`config.mk`:
```
export PLATFORM = sky130hd
export DESIGN_NAME = rt_cpu16
export DESIGN_NICKNAME = d
export VERILOG_FILES = /design/src/rtl/rt_cpu16_pkg.sv /design/src/rtl/rt_regfile.sv /design/src/rtl/rt_alu.sv /design/src/rtl/rt_ctrl.sv /design/src/rtl/rt_cpu16.sv
export SDC_FILE = /design/constraint.sdc
export NUM_CORES = 1
export LEC_CHECK = 0
export BUFFER_PORTS_ARGS = -buffer_cell sky130_fd_sc_hd__buf_2
export CORE_MARGIN = 10
export CORE_UTILIZATION = 62
export DETAILED_ROUTE_END_ITERATION = 12
export PLACE_DENSITY = 0.84
export SLEW_MARGIN = 30
export SYNTH_ARGS = -nofsm -noshare
export SYNTH_HDL_FRONTEND = slang
export SYNTH_HIERARCHICAL = 1
export SYNTH_SLANG_ARGS = --single-unit
```
`constraint.sdc`:
```
create_clock -name clk -period 16.8 [get_ports clk]
set_input_delay 1.68 -clock clk [delete_from_list [all_inputs] [get_ports clk]]
set_output_delay 1.68 -clock clk [all_outputs]
set_load 0.05 [all_outputs]
```
`src/rtl/rt_cpu16_pkg.sv`:
```
package rt_cpu16_pkg;

  localparam int WORD_W = 16;
  localparam int OP_W   = 4;
  localparam int BYTE_W = 8;

  localparam logic [OP_W-1:0] OPC_LDD = 4'h0;
  localparam logic [OP_W-1:0] OPC_STD = 4'h1;
  localparam logic [OP_W-1:0] OPC_STI = 4'h2;
  localparam logic [OP_W-1:0] OPC_LDI = 4'h3;
  localparam logic [OP_W-1:0] OPC_ADD = 4'h4;
  localparam logic [OP_W-1:0] OPC_SUB = 4'h5;
  localparam logic [OP_W-1:0] OPC_JZ  = 4'h6;

  localparam logic [1:0] WSEL_ALU = 2'b00;
  localparam logic [1:0] WSEL_MEM = 2'b01;
  localparam logic [1:0] WSEL_IMM = 2'b10;

  localparam logic [1:0] ALU_ADD  = 2'b00;
  localparam logic [1:0] ALU_SUB  = 2'b01;
  localparam logic [1:0] ALU_PASS = 2'b10;

  localparam logic [1:0] ASEL_PC  = 2'b00;
  localparam logic [1:0] ASEL_DIR = 2'b01;
  localparam logic [1:0] ASEL_REG = 2'b10;

  typedef enum logic [3:0] {
    ST_FETCH, ST_FWAIT, ST_DECODE, ST_LDD, ST_LWAIT,
    ST_STD, ST_STI, ST_LDI, ST_ADD, ST_SUB, ST_JZ
  } state_e;

  typedef struct packed {
    logic       ir_ld;
    logic       pc_inc;
    logic       pc_ld_z;
    logic       rf_we;
    logic [1:0] rf_wsel;
    logic [1:0] alu_sel;
    logic [1:0] addr_sel;
    logic       wd_src2;
    logic       mem_re;
    logic       mem_we;
  } ctrl_t;

endpackage

```
`src/rtl/rt_regfile.sv`:
```
module rt_regfile #(
  parameter int DW  = 16,
  parameter int RAW = 4
) (
  input  logic           clk,
  input  logic           we,
  input  logic [RAW-1:0] wa,
  input  logic [DW-1:0]  wd,
  input  logic [RAW-1:0] ra1,
  input  logic [RAW-1:0] ra2,
  output logic [DW-1:0]  rd1,
  output logic [DW-1:0]  rd2
);
  localparam int DEPTH = 1 << RAW;

  logic [DW-1:0] cells [DEPTH];

  always_ff @(posedge clk) begin
    if (we) cells[wa] <= wd;
  end

  assign rd1 = cells[ra1];
  assign rd2 = cells[ra2];
endmodule

```
`src/rtl/rt_alu.sv`:
```
module rt_alu
  import rt_cpu16_pkg::*;
#(
  parameter int DW = 16
) (
  input  logic [1:0]    sel,
  input  logic [DW-1:0] a,
  input  logic [DW-1:0] b,
  output logic [DW-1:0] y,
  output logic          zero
);
  always_comb begin
    case (sel)
      ALU_ADD:  y = a + b;
      ALU_SUB:  y = a - b;
      ALU_PASS: y = a;
      default:  y = '0;
    endcase
  end

  assign zero = (y == '0);
endmodule

```
`src/rtl/rt_ctrl.sv`:
```
module rt_ctrl
  import rt_cpu16_pkg::*;
(
  input  logic            clk,
  input  logic            rst,
  input  logic [OP_W-1:0] opcode,
  output state_e          state,
  output ctrl_t           ctl
);
  state_e state_q, state_d;

  always_ff @(posedge clk) begin
    if (rst) state_q <= ST_FETCH;
    else     state_q <= state_d;
  end

  assign state = state_q;

  always_comb begin
    state_d = ST_FETCH;
    case (state_q)
      ST_FETCH:  state_d = ST_FWAIT;
      ST_FWAIT:  state_d = ST_DECODE;
      ST_DECODE: begin
        case (opcode)
          OPC_LDD: state_d = ST_LDD;
          OPC_STD: state_d = ST_STD;
          OPC_STI: state_d = ST_STI;
          OPC_LDI: state_d = ST_LDI;
          OPC_ADD: state_d = ST_ADD;
          OPC_SUB: state_d = ST_SUB;
          OPC_JZ:  state_d = ST_JZ;
          default: state_d = ST_FETCH;
        endcase
      end
      ST_LDD:    state_d = ST_LWAIT;
      default:   state_d = ST_FETCH;
    endcase
  end

  always_comb begin
    ctl = '0;
    case (state_q)
      ST_FETCH: begin
        ctl.addr_sel = ASEL_PC;
        ctl.mem_re   = 1'b1;
        ctl.pc_inc   = 1'b1;
      end
      ST_FWAIT: ctl.ir_ld = 1'b1;
      ST_LDD: begin
        ctl.addr_sel = ASEL_DIR;
        ctl.mem_re   = 1'b1;
      end
      ST_LWAIT: begin
        ctl.rf_we   = 1'b1;
        ctl.rf_wsel = WSEL_MEM;
      end
      ST_STD: begin
        ctl.addr_sel = ASEL_DIR;
        ctl.mem_we   = 1'b1;
      end
      ST_STI: begin
        ctl.addr_sel = ASEL_REG;
        ctl.wd_src2  = 1'b1;
        ctl.mem_we   = 1'b1;
      end
      ST_LDI: begin
        ctl.rf_we   = 1'b1;
        ctl.rf_wsel = WSEL_IMM;
      end
      ST_ADD: begin
        ctl.rf_we   = 1'b1;
        ctl.rf_wsel = WSEL_ALU;
        ctl.alu_sel = ALU_ADD;
      end
      ST_SUB: begin
        ctl.rf_we   = 1'b1;
        ctl.rf_wsel = WSEL_ALU;
        ctl.alu_sel = ALU_SUB;
      end
      ST_JZ: begin
        ctl.alu_sel = ALU_PASS;
        ctl.pc_ld_z = 1'b1;
      end
      default: ctl = '0;
    endcase
  end
endmodule

```
`src/rtl/rt_cpu16.sv`:
```
module rt_cpu16
  import rt_cpu16_pkg::*;
#(
  parameter int DW  = WORD_W,
  parameter int AW  = 16,
  parameter int RAW = 4
) (
  input  logic          clk,
  input  logic          rst,
  output logic [AW-1:0] mem_addr,
  output logic [DW-1:0] mem_wdata,
  input  logic [DW-1:0] mem_rdata,
  output logic          mem_re,
  output logic          mem_we
);
  localparam int OP_LSB = DW - OP_W;
  localparam int RN_LSB = OP_LSB - RAW;
  localparam int RM_LSB = RN_LSB - RAW;

  state_e          state;
  ctrl_t           ctl;
  logic [AW-1:0]   pc_q;
  logic [DW-1:0]   ir_q;
  logic [RAW-1:0]  rn, rm;
  logic [DW-1:0]   rd1, rd2, alu_y, wdata_rf;
  logic [DW-1:0]   byte_dw;
  logic [AW-1:0]   byte_aw;
  logic            alu_zero;
  logic            jz_go;

  assign rn      = ir_q[RN_LSB +: RAW];
  assign rm      = ir_q[RM_LSB +: RAW];
  assign byte_dw = {{(DW-BYTE_W){1'b0}}, ir_q[BYTE_W-1:0]};
  assign byte_aw = {{(AW-BYTE_W){1'b0}}, ir_q[BYTE_W-1:0]};

  rt_ctrl u_ctrl (
    .clk    (clk),
    .rst    (rst),
    .opcode (ir_q[OP_LSB +: OP_W]),
    .state  (state),
    .ctl    (ctl)
  );

  rt_regfile #(.DW(DW), .RAW(RAW)) u_rf (
    .clk (clk),
    .we  (ctl.rf_we),
    .wa  (rn),
    .wd  (wdata_rf),
    .ra1 (rn),
    .ra2 (rm),
    .rd1 (rd1),
    .rd2 (rd2)
  );

  rt_alu #(.DW(DW)) u_alu (
    .sel  (ctl.alu_sel),
    .a    (rd1),
    .b    (rd2),
    .y    (alu_y),
    .zero (alu_zero)
  );

  always_comb begin
    case (ctl.rf_wsel)
      WSEL_MEM: wdata_rf = mem_rdata;
      WSEL_IMM: wdata_rf = byte_dw;
      default:  wdata_rf = alu_y;
    endcase
  end

  assign jz_go = ctl.pc_ld_z & alu_zero;

  always_ff @(posedge clk) begin
    if (rst) begin
      pc_q <= '0;
      ir_q <= '0;
    end else begin
      if (ctl.ir_ld)   ir_q <= mem_rdata;
      if (ctl.pc_inc)  pc_q <= pc_q + 1'b1;
      else if (jz_go)  pc_q <= byte_aw;
    end
  end

  always_comb begin
    case (ctl.addr_sel)
      ASEL_DIR: mem_addr = byte_aw;
      ASEL_REG: mem_addr = rd1[AW-1:0];
      default:  mem_addr = pc_q;
    endcase
  end

  assign mem_wdata = ctl.wd_src2 ? rd2 : rd1;
  assign mem_re    = ctl.mem_re;
  assign mem_we    = ctl.mem_we;

endmodule

```
# Word level (Yosys, flattened, before mapping)
# Memories as Yosys holds them, arrays and structs flattened. A register that Yosys moved wholly into a read port is not among the register bits.
# Cells that the tools add are included.
# op_classes
bitwise,1
addsub,3
n_eq_ne,22
mux,23
n_reduce_logical,9
# op_table
operator,n
16-bit case mux with 2 select lines,2
16-bit two-way mux,3
16-bit case mux with 3 select lines,1
4-bit by 3-bit equality test with 1-bit output (second input constant),7
4-bit case mux with 7 select lines,1
16-bit by 1-bit adder with 16-bit output (second input constant),1
16-bit adder,1
4-bit by 2-bit equality test with 1-bit output (second input constant),4
16-bit logical NOT,1
4-bit two-way mux,4
4-bit case mux with 4 select lines,1
16-bit subtractor,1
4-bit equality test (second input constant),3
3-bit case mux with 3 select lines,1
4-bit by 1-bit equality test with 1-bit output (second input constant),2
4-bit logical NOT,2
1-bit two-way mux,8
2-bit case mux with 2 select lines,2
2-bit OR reduction,4
2-bit by 1-bit equality test with 1-bit output (second input constant),3
2-bit equality test (second input constant),3
2-bit logical NOT,1
2-bit nonzero test,1
1-bit bitwise AND,1
# totals
input_bits,18
memories,1
out_inout_bits,34
elab_cells,62
register_bits,36
ramBits,256
# mem_list
name,words,word_bits,rd,rd_clocked_by_memory_dff,write_ports,line_no,rtl
u_rf.cells,16,16,2,2,1,rt_regfile.sv:16,logic [DW-1:0] cells [DEPTH];

# Logic depth before layout (Yosys ltp)
# Gate-level depths: netlist of the first run.
# depth
word_depth,8
mapped_depth,25
depth_no_buf,23

# Cells and area by module
# Netlist of the first run, hierarchy kept.
# by_module_without_submodules
module,n_inst,cells_each,seq_area_each_um2,area_each_um2
rt_regfile,1,553,7687.4,11728.7
rt_cpu16,1,271,640.6,2144.6
rt_alu,1,192,0.0,1261.2
rt_ctrl,1,42,80.1,316.6

# Worst setup path after synthesis of the first run
# Ideal clock, no wire load.
# synth_path
kind,register -> register
startpoint,"register, netlist name ir_q[4]"
endpoint,register pc_q[10]
arrival_ns,5.497
setup_ns,0.116
t_required_ns,16.684
stages_incl_launch_ff,22
slack_ns,11.186
period_less_slack_ns,5.614
n_path_buf,2
cell_sequence,dfxtp_1 > buf_6 > buf_4 > mux4_2 > a22oi_1 > nand2_1 > inv_1 > ha_1 > nand2_1 > o21ai_0 > fa_1 > nand2b_1 > a32o_1 > or4b_1 > or4_1 > or4_1 > or4_1 > nor4_2 > nand2_1 > nor2_1 > nor2_1 > a31o_2
# synth_lines
element,line_no,rtl
end signal: assignment,rt_cpu16.sv:79,if (ctl.pc_inc) pc_q <= pc_q + 1'b1;
end signal: assignment,rt_cpu16.sv:80,else if (jz_go) pc_q <= byte_aw;
end: declaration,rt_cpu16.sv:22,logic [AW-1:0] pc_q;

==> results by group, run 1 <==
Outcome
  – Status: finished clean

Synth
  – Synthesized-area fraction occupied by and/or/nand/nor cells: 8.017%
  – Mean instance size in the synthesized netlist: 14.60 um^2
  – Synth top area cells: sky130_fd_sc_hd__edfxtp_1, sky130_fd_sc_hd__mux4_2, sky130_fd_sc_hd__dfxtp_1, sky130_fd_sc_hd__mux4_1, sky130_fd_sc_hd__a22oi_1
  – Seq/Total Area, Yosys: 54.42%
  – Syn Nets: between 1000 and 1500
  – Library cell occupying the most area in the post-synthesis netlist: sky130_fd_sc_hd__edfxtp_1
  – Adder and majority gate portion of the synthesized area: 1.960%
  – Area fraction of the dominant cell type after synthesis: 49.75%
  – Largest family of logic cells by synthesized area: multiplexers
  – Number of synthesized flops with an enable pin: 256
  – Total standard cell area after synthesis: 15450 um^2
  – Synthesized netlist cell count: 1058
  – Register bit count reported by yosys: 292
  – Syn. warnings: 6
  – Distinct cell type count after synthesis: 76
  – Share of cell area taken by muxes after synthesis: 21.68%
  – Compound-Gate Fraction of Synth Area: 9.021%
  – Proportion of synthesized flip-flops having asynchronous set or reset: 0%
  – Primary FF master, synth: sky130_fd_sc_hd__edfxtp_1
  – Synth Area in XOR/XNOR: 1.417%

Critical path
  – Required time at the endpoint of the critical path: 17240 ps
  – Reg2reg path depth: 23
  – Chain of cells forming the critical path: buf_6, mux4_1, a22oi_1, nand2_1, nor3_1, nand2b_1, nor4_1, nor2_1, xnor2_1, ha_1, nor2_1, o21ai_0, o31ai_1, o31ai_1, mux2i_1, nand2_1, a21boi_0, or3_1, nor4_2, nand2_1, nor2_1, nor2_1, a31o_2
  – Nature of the critical path endpoint: flip-flop
  – Longest individual stage delay on the worst path: 640 ps
  – Endpoint of the worst register-to-register path: pc_q[10]
  – Worst reg2reg setup slack: 9470 ps
  – Cell mode on critical path: sky130_fd_sc_hd__nor2_1
  – Maximum fanout encountered on the critical timing path: 51
  – Arrival time of the worst setup path: between 7000 and 8000 ps
  – Critical path capture point: pc_q[10]
  – Slowest CP cell: sky130_fd_sc_hd__buf_6
  – RR Startpoint: ir_q[4]
  – Worst setup path startpoint: ir_q[4]
  – Category of the critical setup timing path: flip-flop to flip-flop
  – Element type at the critical path start: flip-flop

Placement
  – Number of port buffers: 51
  – Placer's final routability congestion estimate: between 0.8 and 0.9
  – Worst slack at placement: 9514 ps
  – Cell Count Post-Placement: 1408
  – Post-place instance area: 16060 um^2
  – Hpwl dp: 26600 um

Global routing
  – GRT Max-Usage Layer: met2
  – Antenna violations before repair: 0
  – Total congestion overflow after global routing: 0
  – Largest net degree at the start of global routing: 68
  – Vias in the first global route: 10480
  – Global-route usage over all layers: between 20% and 30%
  – GR Layer Usage met3: 6.141%
  – Wire length of the first global-routing pass: 63120 um
  – Met2 track demand over resource in global routing: 42.53%
  – Grt met1 use: between 30% and 40%

STA
  – Crit path setup slack, layout: roughly 9500 ps
  – Post-route clock period utilization: 43.61%
  – Top achievable clock speed: 136.5 MHz
  – Setup TNS: 0 ps
  – Endpoints failing hold: 0
  – Setup-violating endpoint count in the final report: 0
  – Slew at the pin closest to its max-slew limit: between 1000 and 1500 ps
  – Max-slew violation count: 0
  – Maximum clock skew at final layout: about 16 ps
  – Clock period minus final worst setup slack: 7326 ps
  – Setup repair after global routing missed its margin: no
  – Worst slew margin relative to its limit: 29.85%

Route
  – Post-detailed-route wirelength per cell: 28.56 um
  – TritonRoute pass-1 iters: 6
  – Wire length reported by the detailed router: 41700 um
  – Number of nets still failing antenna checks after routing: 0
  – Number of remaining DRC errors: 0
  – Number of DRC markers in iteration 0: around 1700
  – Detailed-route via count: 10580
  – Ratio of routed vias to standard cells: 7.249

Job
  – Max-cap check violation count: 0

CTS
  – Clock H-tree levels: 1
  – Number of buffers inserted for hold repair after clock tree synthesis: 0
  – Setup repair bufs after CTS: 0
  – Skew-Pair Late Insertion Delay: 560 ps
  – Maximum number of buffers from clock root to sink: 3
  – Post-CTS sizing: 0
  – Number of clock sinks: 292
  – TritonCTS clock tree: done
  – Clock root cell: sky130_fd_sc_hd__clkbuf_16
  – Clock-pin slew reported for the worst setup and hold paths after clock tree synthesis: 70 ps
  – Cts bufs inserted: 29

Floorplanning
  – Total I/O pin count: 52
  – Initial core utilization: 63.35%
  – Total die area: 31640 um^2
  – Chip height: about 180 um
  – Core area: 24390 um^2
  – Cell Rows: 57
  – Chip Width: 177.9 um

Cells and area
  – Share of layout cells above drive strength 1: 25.70%
  – Non-filler instance count after layout: about 1500
  – Number of fill cells in the layout: 1565
  – Number of antenna diodes: 0
  – Commonest cells after routing, fill and taps aside: sky130_fd_sc_hd__edfxtp_1, sky130_fd_sc_hd__mux4_2, sky130_fd_sc_hd__nand2_1
  – Area Overhead vs Synth: 9.669%
  – Number of nets in the final layout: approximately 1200
  – Commonest non-fill, non-tap cell in the layout: sky130_fd_sc_hd__edfxtp_1
  – FF/Latch Area: around 8400 um^2
  – Post-layout instance area: approximately 17000 um^2
  – Area of the multi-input gates: about 6600 um^2

Hold path
  – Worst hold path type: flip-flop to flip-flop

Pwr
  – PnR Total Power: 2.461 mW
  – Peak supply drop: 0.1072 mV
  – Power per cell area: ~150 nW/um^2
  – Lkg Pwr: 5.516 nW
==> worst min-delay path by stage <==
stage / startpoint / end / slack (ps) / depth (start not counted)
after global placement: pc_q[15] / pc_q[15] / 470 / 1
after CTS: pc_q[15] / pc_q[15] / 520 / 1
after floorplan: pc_q[15] / pc_q[15] / 440 / 1
after detailed placement: pc_q[15] / pc_q[15] / 480 / 1
final: pc_q[14] / pc_q[14] / 520 / 2
after global routing: pc_q[15] / pc_q[15] / 540 / 1
==> routing by layer <==
metal  vias to the layer above  share of wire [%]
met5                         -                  0
met3                       158                 12
met4                         0                4.2
met2                       794                 48
li1                       4406                  -
met1                      5226                 36
==> cells in the mapped netlist (all sizes together) (7+ instances only) <==
cell,count
ha,21
a21oi,28
or4,7
buf,33
o21ai,48
nor3,24
xnor2,19
nor2b,7
inv,17
clkbuf,36
nor2,66
mux2i,18
a22oi,81
dfxtp,36
nand2,94
edfxtp,256
mux2,17
nand2b,14
nand3,12
a22o,8
mux4,128
==> critical path: cells and delay by family (launching register included) <==
kind,cells,cell delay [ps]
compound gates,6,1410
xor+xnor,1,220
fa+ha+maj,1,250
buf+inv,1,640
flops,1,560
mux,2,990
simple gates,12,3100
==> per-stage QoR <==
stage	hold WS (ps)	utilization, %
floorplan	440.7	-
CTS	515.4	69.45
global route	538.7	69.47
detailed placement	480.9	65.85
global placement	469.7	65.83
finish	523.2	69.47
==> power by group <==
group,switching (mW),internal (mW)
sequential,0.0223,1.02
combinational,0.540,0.275
clock,0.274,0.332
total,0.836,1.63
==> layout make-up <==
| cell class | instances | share of cell area (%) |
|---|---|---|
| Inverter | 18 | 0.4726 |
| Tap cell | 324 | 2.392 |
| Multi-Input combinational cell | 677 | 38.71 |
| Clock buffer | 33 | 4.371 |
| Clock inverter | 19 | 0.8122 |
| Timing Repair Buffer | 97 | 3.566 |
| Sequential cell | 292 | 49.68 |
==> state kept, by name (all words and copies together) (netlist names) <==
register,flops
u_rf/cells,256
ir_q,16
pc_q,16
u_ctrl/state,4
==> cell families (layout without fill, tap and decap cells) <==
family	after synthesis	in the layout
DFF	292	292
and+or+nand+nor	258	258
AOI/OAI and AO/OA	207	207
muxes	163	163
buffers and inverters	89	167
xor gates and xnor gates	25	25
adders and majority gates	24	24
(Power assumes the default switching activity.)
==> inputs of run 2 (changes only) <==
--- a/config.mk
+++ b/config.mk
@@ -5,11 +5,12 @@
 export SDC_FILE = /design/constraint.sdc
 export NUM_CORES = 1
 export LEC_CHECK = 0
+export ABC_AREA = 1
 export BUFFER_PORTS_ARGS = -buffer_cell sky130_fd_sc_hd__buf_2
 export CORE_MARGIN = 10
-export CORE_UTILIZATION = 62
+export CORE_UTILIZATION = 57
 export DETAILED_ROUTE_END_ITERATION = 12
-export PLACE_DENSITY = 0.84
+export PLACE_DENSITY = 0.81
 export SLEW_MARGIN = 30
 export SYNTH_ARGS = -nofsm -noshare
 export SYNTH_HDL_FRONTEND = slang
==> constraint.sdc (replaced) <==
create_clock -name clk -period 6.5 [get_ports clk]
set_input_delay 0.65 -clock clk [delete_from_list [all_inputs] [get_ports clk]]
set_output_delay 0.65 -clock clk [all_outputs]
set_load 0.05 [all_outputs]
==> run 2 against run 1 <==
  * Maximum frequency is 26% higher
  * Wire length is 36% higher
  * Sequential share of layout area is 6.5 points lower
  * Via count is 61% higher
  * Clock-buffer cell count is 7 higher
  * Critical path depth is 8 higher
  * Combinational power grew to 8.0 times the previous value
  * Utilization is 7.4 points lower
  * Worst hold slack worse by 140 ps
  * Die area is 24% higher
  * Register-to-register slack worse by 8800 ps
==> results by group, run 2 <==
Cells and area
  – Non-filler instance count after layout: 2845 (was 1460)
  – Commonest non-fill, non-tap cell in the layout: sky130_fd_sc_hd__nand2_1 (was sky130_fd_sc_hd__edfxtp_1)
  – Number of antenna diodes: 0 (unchanged)
  – Utilization after layout: 62.08% (was 69.47%)
  – Max FFs per register: 256 (unchanged)
  – Commonest cells after routing, fill and taps aside: sky130_fd_sc_hd__nand2_1, sky130_fd_sc_hd__nand3_1, sky130_fd_sc_hd__inv_1 (was sky130_fd_sc_hd__edfxtp_1, sky130_fd_sc_hd__mux4_2, sky130_fd_sc_hd__nand2_1)
  – Register ranked first by flip-flop count: u_rf/cells (unchanged)
  – Largest regs: u_rf/cells x256, ir_q x16, pc_q x16 (unchanged)
  – Share of layout cells above drive strength 1: 8.350% (was 25.70%)
  – Post-layout instance area: 19490 um^2 (was 16950 um^2)
  – Number of nets in the final layout: 2461 (was 1155)
  – Area Overhead vs Synth: 8.167% (was 9.669%)

Global routing
  – Vias in the first global route: 16230 (was 10480)
  – GR Layer Usage met3: 6.026% (was 6.141%)
  – Antenna violations before repair: 1 (was 0)
  – Largest net degree at the start of global routing: 129 (was 68)
  – Grt met1 use: 35.97% (was 33.72%)
  – Global-route usage over all layers: 28.37% (was 26.23%)
  – Wire length of the first global-routing pass: 87430 um (was 63120 um)
  – Met2 track demand over resource in global routing: 44.19% (was 42.53%)
  – Total congestion overflow after global routing: 0 (unchanged)
  – GRT Max-Usage Layer: met2 (unchanged)

STA
  – Setup TNS: 0 ps (unchanged)
  – Post-route clock period utilization: 89.26% (was 43.61%)
  – Endpoints failing hold: 0 (unchanged)
  – Setup repair after global routing missed its margin: no (unchanged)
  – Max-slew violation count: 0 (unchanged)
  – Maximum clock skew at final layout: 46.87 ps (was 16.05 ps)
  – Clock period minus final worst setup slack: 5802 ps (was 7326 ps)
  – Slew at the pin closest to its max-slew limit: 1013 ps (was 1052 ps)
  – Worst slew margin relative to its limit: 32.39% (was 29.85%)
  – Setup-violating endpoint count in the final report: 0 (unchanged)
  – Top achievable clock speed: 172.4 MHz (was 136.5 MHz)

Floorplanning
  – Initial core utilization: 57.39% (was 63.35%)
  – Core area: 31390 um^2 (was 24390 um^2)
  – Total die area: 39120 um^2 (was 31640 um^2)
  – Total I/O pin count: 52 (unchanged)
  – Chip Width: 197.8 um (was 177.9 um)
  – Chip height: 197.8 um (was 177.9 um)
  – Cell Rows: 65 (was 57)

Route
  – Post-detailed-route wirelength per cell: 19.94 um (was 28.56 um)
  – Wire length reported by the detailed router: 56730 um (was 41700 um)
  – TritonRoute pass-1 iters: 7 (was 6)
  – Ratio of routed vias to standard cells: 5.993 (was 7.249)
  – Detailed-route via count: 17050 (was 10580)
  – Number of DRC markers in iteration 0: 2628 (was 1690)
  – Number of nets still failing antenna checks after routing: 0 (unchanged)
  – Number of remaining DRC errors: 0 (unchanged)

CTS
  – Skew-Pair Late Insertion Delay: 560 ps (about the same)
  – Number of clock sinks: 292 (unchanged)
  – Maximum number of buffers from clock root to sink: 3 (unchanged)
  – Cts bufs inserted: 34 (was 29)
  – TritonCTS clock tree: done (unchanged)
  – Clock root cell: sky130_fd_sc_hd__clkbuf_16 (unchanged)
  – Setup repair bufs after CTS: 0 (unchanged)
  – Clock H-tree levels: 2 (was 1)
  – Clock-pin slew reported for the worst setup and hold paths after clock tree synthesis: 60 ps (was 70 ps)

Critical path
  – Element type at the critical path start: flip-flop (unchanged)
  – Longest individual stage delay on the worst path: 630 ps (was 640 ps)
  – Required time at the endpoint of the critical path: 6940 ps (was 17240 ps)
  – Slowest CP cell: sky130_fd_sc_hd__dfxtp_4 (was sky130_fd_sc_hd__buf_6)
  – Category of the critical setup timing path: flip-flop to flip-flop (unchanged)
  – Arrival time of the worst setup path: 6240 ps (was 7770 ps)
  – Cell mode on critical path: sky130_fd_sc_hd__nand3_1 (was sky130_fd_sc_hd__nor2_1)
  – Maximum fanout encountered on the critical timing path: 43 (was 51)
  – RR Startpoint: ir_q[4] (unchanged)
  – Worst setup path startpoint: ir_q[4] (unchanged)
  – Nature of the critical path endpoint: flip-flop (unchanged)

Synth
  – Most used standard cell by instance count after synthesis: sky130_fd_sc_hd__nand2_1 (was sky130_fd_sc_hd__edfxtp_1)
  – Ranking of synthesized cells by instance count: sky130_fd_sc_hd__nand2_1, sky130_fd_sc_hd__nand3_1, sky130_fd_sc_hd__inv_1 (was sky130_fd_sc_hd__edfxtp_1, sky130_fd_sc_hd__mux4_2, sky130_fd_sc_hd__nand2_1)
  – Synth top area cells: sky130_fd_sc_hd__edfxtp_1, sky130_fd_sc_hd__nand2_1, sky130_fd_sc_hd__nand3_1, sky130_fd_sc_hd__inv_1, sky130_fd_sc_hd__dfxtp_1 (was sky130_fd_sc_hd__edfxtp_1, sky130_fd_sc_hd__mux4_2, sky130_fd_sc_hd__dfxtp_1, sky130_fd_sc_hd__mux4_1, sky130_fd_sc_hd__a22oi_1)
  – Seq/Total Area, Yosys: 46.67% (was 54.42%)
  – Number of synthesized flops with an enable pin: 256 (unchanged)
  – Primary FF master, synth: sky130_fd_sc_hd__edfxtp_1 (unchanged)
  – Syn Nets: 2463 (was 1098)
  – Library cell occupying the most area in the post-synthesis netlist: sky130_fd_sc_hd__edfxtp_1 (unchanged)
  – Total standard cell area after synthesis: 18020 um^2 (was 15450 um^2)
  – Area fraction of the dominant cell type after synthesis: 42.67% (was 49.75%)
  – Syn. warnings: 6 (unchanged)
  – Distinct cell type count after synthesis: 38 (was 76)
  – Proportion of synthesized flip-flops having asynchronous set or reset: 0% (unchanged)
  – Synthesized netlist cell count: 2423 (was 1058)
  – Mean instance size in the synthesized netlist: 7.435 um^2 (was 14.60 um^2)
  – Register bit count reported by yosys: 292 (unchanged)

Placement
  – Placer's final routability congestion estimate: 0.9952 (was 0.8894)
  – Hpwl dp: 35390 um (was 26600 um)
  – Post-place instance area: 18390 um^2 (was 16060 um^2)
  – Cell Count Post-Placement: 2787 (was 1408)
  – Number of port buffers: 51 (unchanged)

Pwr
  – Lkg Pwr: 8.972 nW (was 5.516 nW)
  – Proportion of power drawn by the clock network: 15.8% (was 24.6%)
  – Sequential group share of total power: 30.0% (was 42.3%)
  – PnR Total Power: 11.99 mW (was 2.461 mW)
  – Sw Pwr: 5.803 mW (was 0.8358 mW)
  – Internal power contribution: 6.186 mW (was 1.625 mW)
  – Combinational power share: 54.1% (was 33.1%)
  – Power per cell area: 615.2 nW/um^2 (was 145.3 nW/um^2)
  – Peak supply drop: 0.5695 mV (was 0.1072 mV)
  – Switching power share of the total: 48.40% (was 33.96%)

Hold path
  – Startpoint of the lowest-slack hold path: mem_rdata[0] (was pc_q[14])
  – Worst hold path type: input pin to flip-flop (was flip-flop to flip-flop)

Job
  – Max-cap check violation count: 0 (unchanged)

Outcome
  – Status: finished clean (unchanged)
## run 2: cell types whose count changed in the layout (fill, tap and decap cells not counted), moves of 12 or more
| cell | previous run | this run |
|---|---|---|
| sky130_fd_sc_hd__a21oi_1 | 27 | 41 |
| sky130_fd_sc_hd__a22oi_1 | 81 | 0 |
| sky130_fd_sc_hd__inv_1 | 17 | 390 |
| sky130_fd_sc_hd__mux2_2 | 17 | 0 |
| sky130_fd_sc_hd__mux2i_1 | 18 | 0 |
| sky130_fd_sc_hd__mux4_1 | 24 | 0 |
| sky130_fd_sc_hd__mux4_2 | 102 | 0 |
| sky130_fd_sc_hd__nand2_1 | 94 | 775 |
| sky130_fd_sc_hd__nand2_2 | 0 | 12 |
| sky130_fd_sc_hd__nand2b_1 | 14 | 0 |
| sky130_fd_sc_hd__nand3_1 | 11 | 502 |
| sky130_fd_sc_hd__nor2_1 | 56 | 104 |
| sky130_fd_sc_hd__nor3_1 | 18 | 3 |
| sky130_fd_sc_hd__xnor2_1 | 19 | 7 |
## run 2: path summary, 6_finish.rpt
check	endpoint	slack (ps)	cells past startpoint
hold / removal	ir_q[0]	380	3
setup reg to reg	pc_q[5]	700	31
setup / recovery	pc_q[5]	700	31
hold reg to reg	ir_q[15]	520	2
## run 2: logic make-up (layout without fill, tap and decap cells)
family,count (synthesis),in the layout,synth area share (%)
adders and majority gates,22,22,1.570
xor gates and xnor gates,14,14,0.6806
DFF,292,292,46.67
AOI/OAI and AO/OA,122,122,3.785
buffers and inverters,527,547,12.62
and+or+nand+nor,1446,1446,34.68
## run 2: routing by layer
layer / up-vias / wire, um
met1: 7642 / 20590
met4: 0 / 3384
met5: - / 0
li1: 7754 / -
met3: 323 / 7654
met2: 1332 / 25100
## run 2: per-stage QoR
step / hold slack, ps / setup WS [ps]
floorplan: 462.8 / 2530
global placement: 482.1 / 805.8
detailed placement: 510.8 / 675.0
CTS: 370.2 / 622.0
global route: 401.5 / 130.8
finish: 378.9 / 698.1
## run 2: area by class of cell
type	instances	area (um^2)
tap	402	503.0
clock inverter	18	225.2
fill	2639	11910
inverter	398	1496
timing repair buffer	91	580.6
clock buffer	40	873.3
sequential	292	8418
multi-input combinational	1604	7391
## run 2: power groups by stage
stage | Combinational (mW) | Clock, mW | Sequential [mW]
6_report | 6.49 | 1.90 | 3.60
5_1_grt | 7.00 | 1.98 | 3.61
4_1_cts | 6.24 | 1.91 | 3.60
3_5_place_dp | 6.22 | 0 | 3.63
3_3_place_gp | 6.08 | 0 | 3.64
2_1_floorplan | 4.22 | 0 | 3.57
## run 2: timing repair
| item | 4_1_cts | 5_1_grt |
|---|---|---|
| gates resized for setup | 0 | 1 |
| setup endpoints to repair | 0 | 3 |
| hold endpoints to repair | 0 | 0 |
| hold buffers | 0 | 0 |
## run 2: critical path, delay by kind of cell (launching register included)
kind	cells	cell delay, ps
simple gates	17	2350
fa+ha+maj	2	470
buf+inv	6	1020
flops	1	630
xor+xnor	1	190
compound gates	5	970
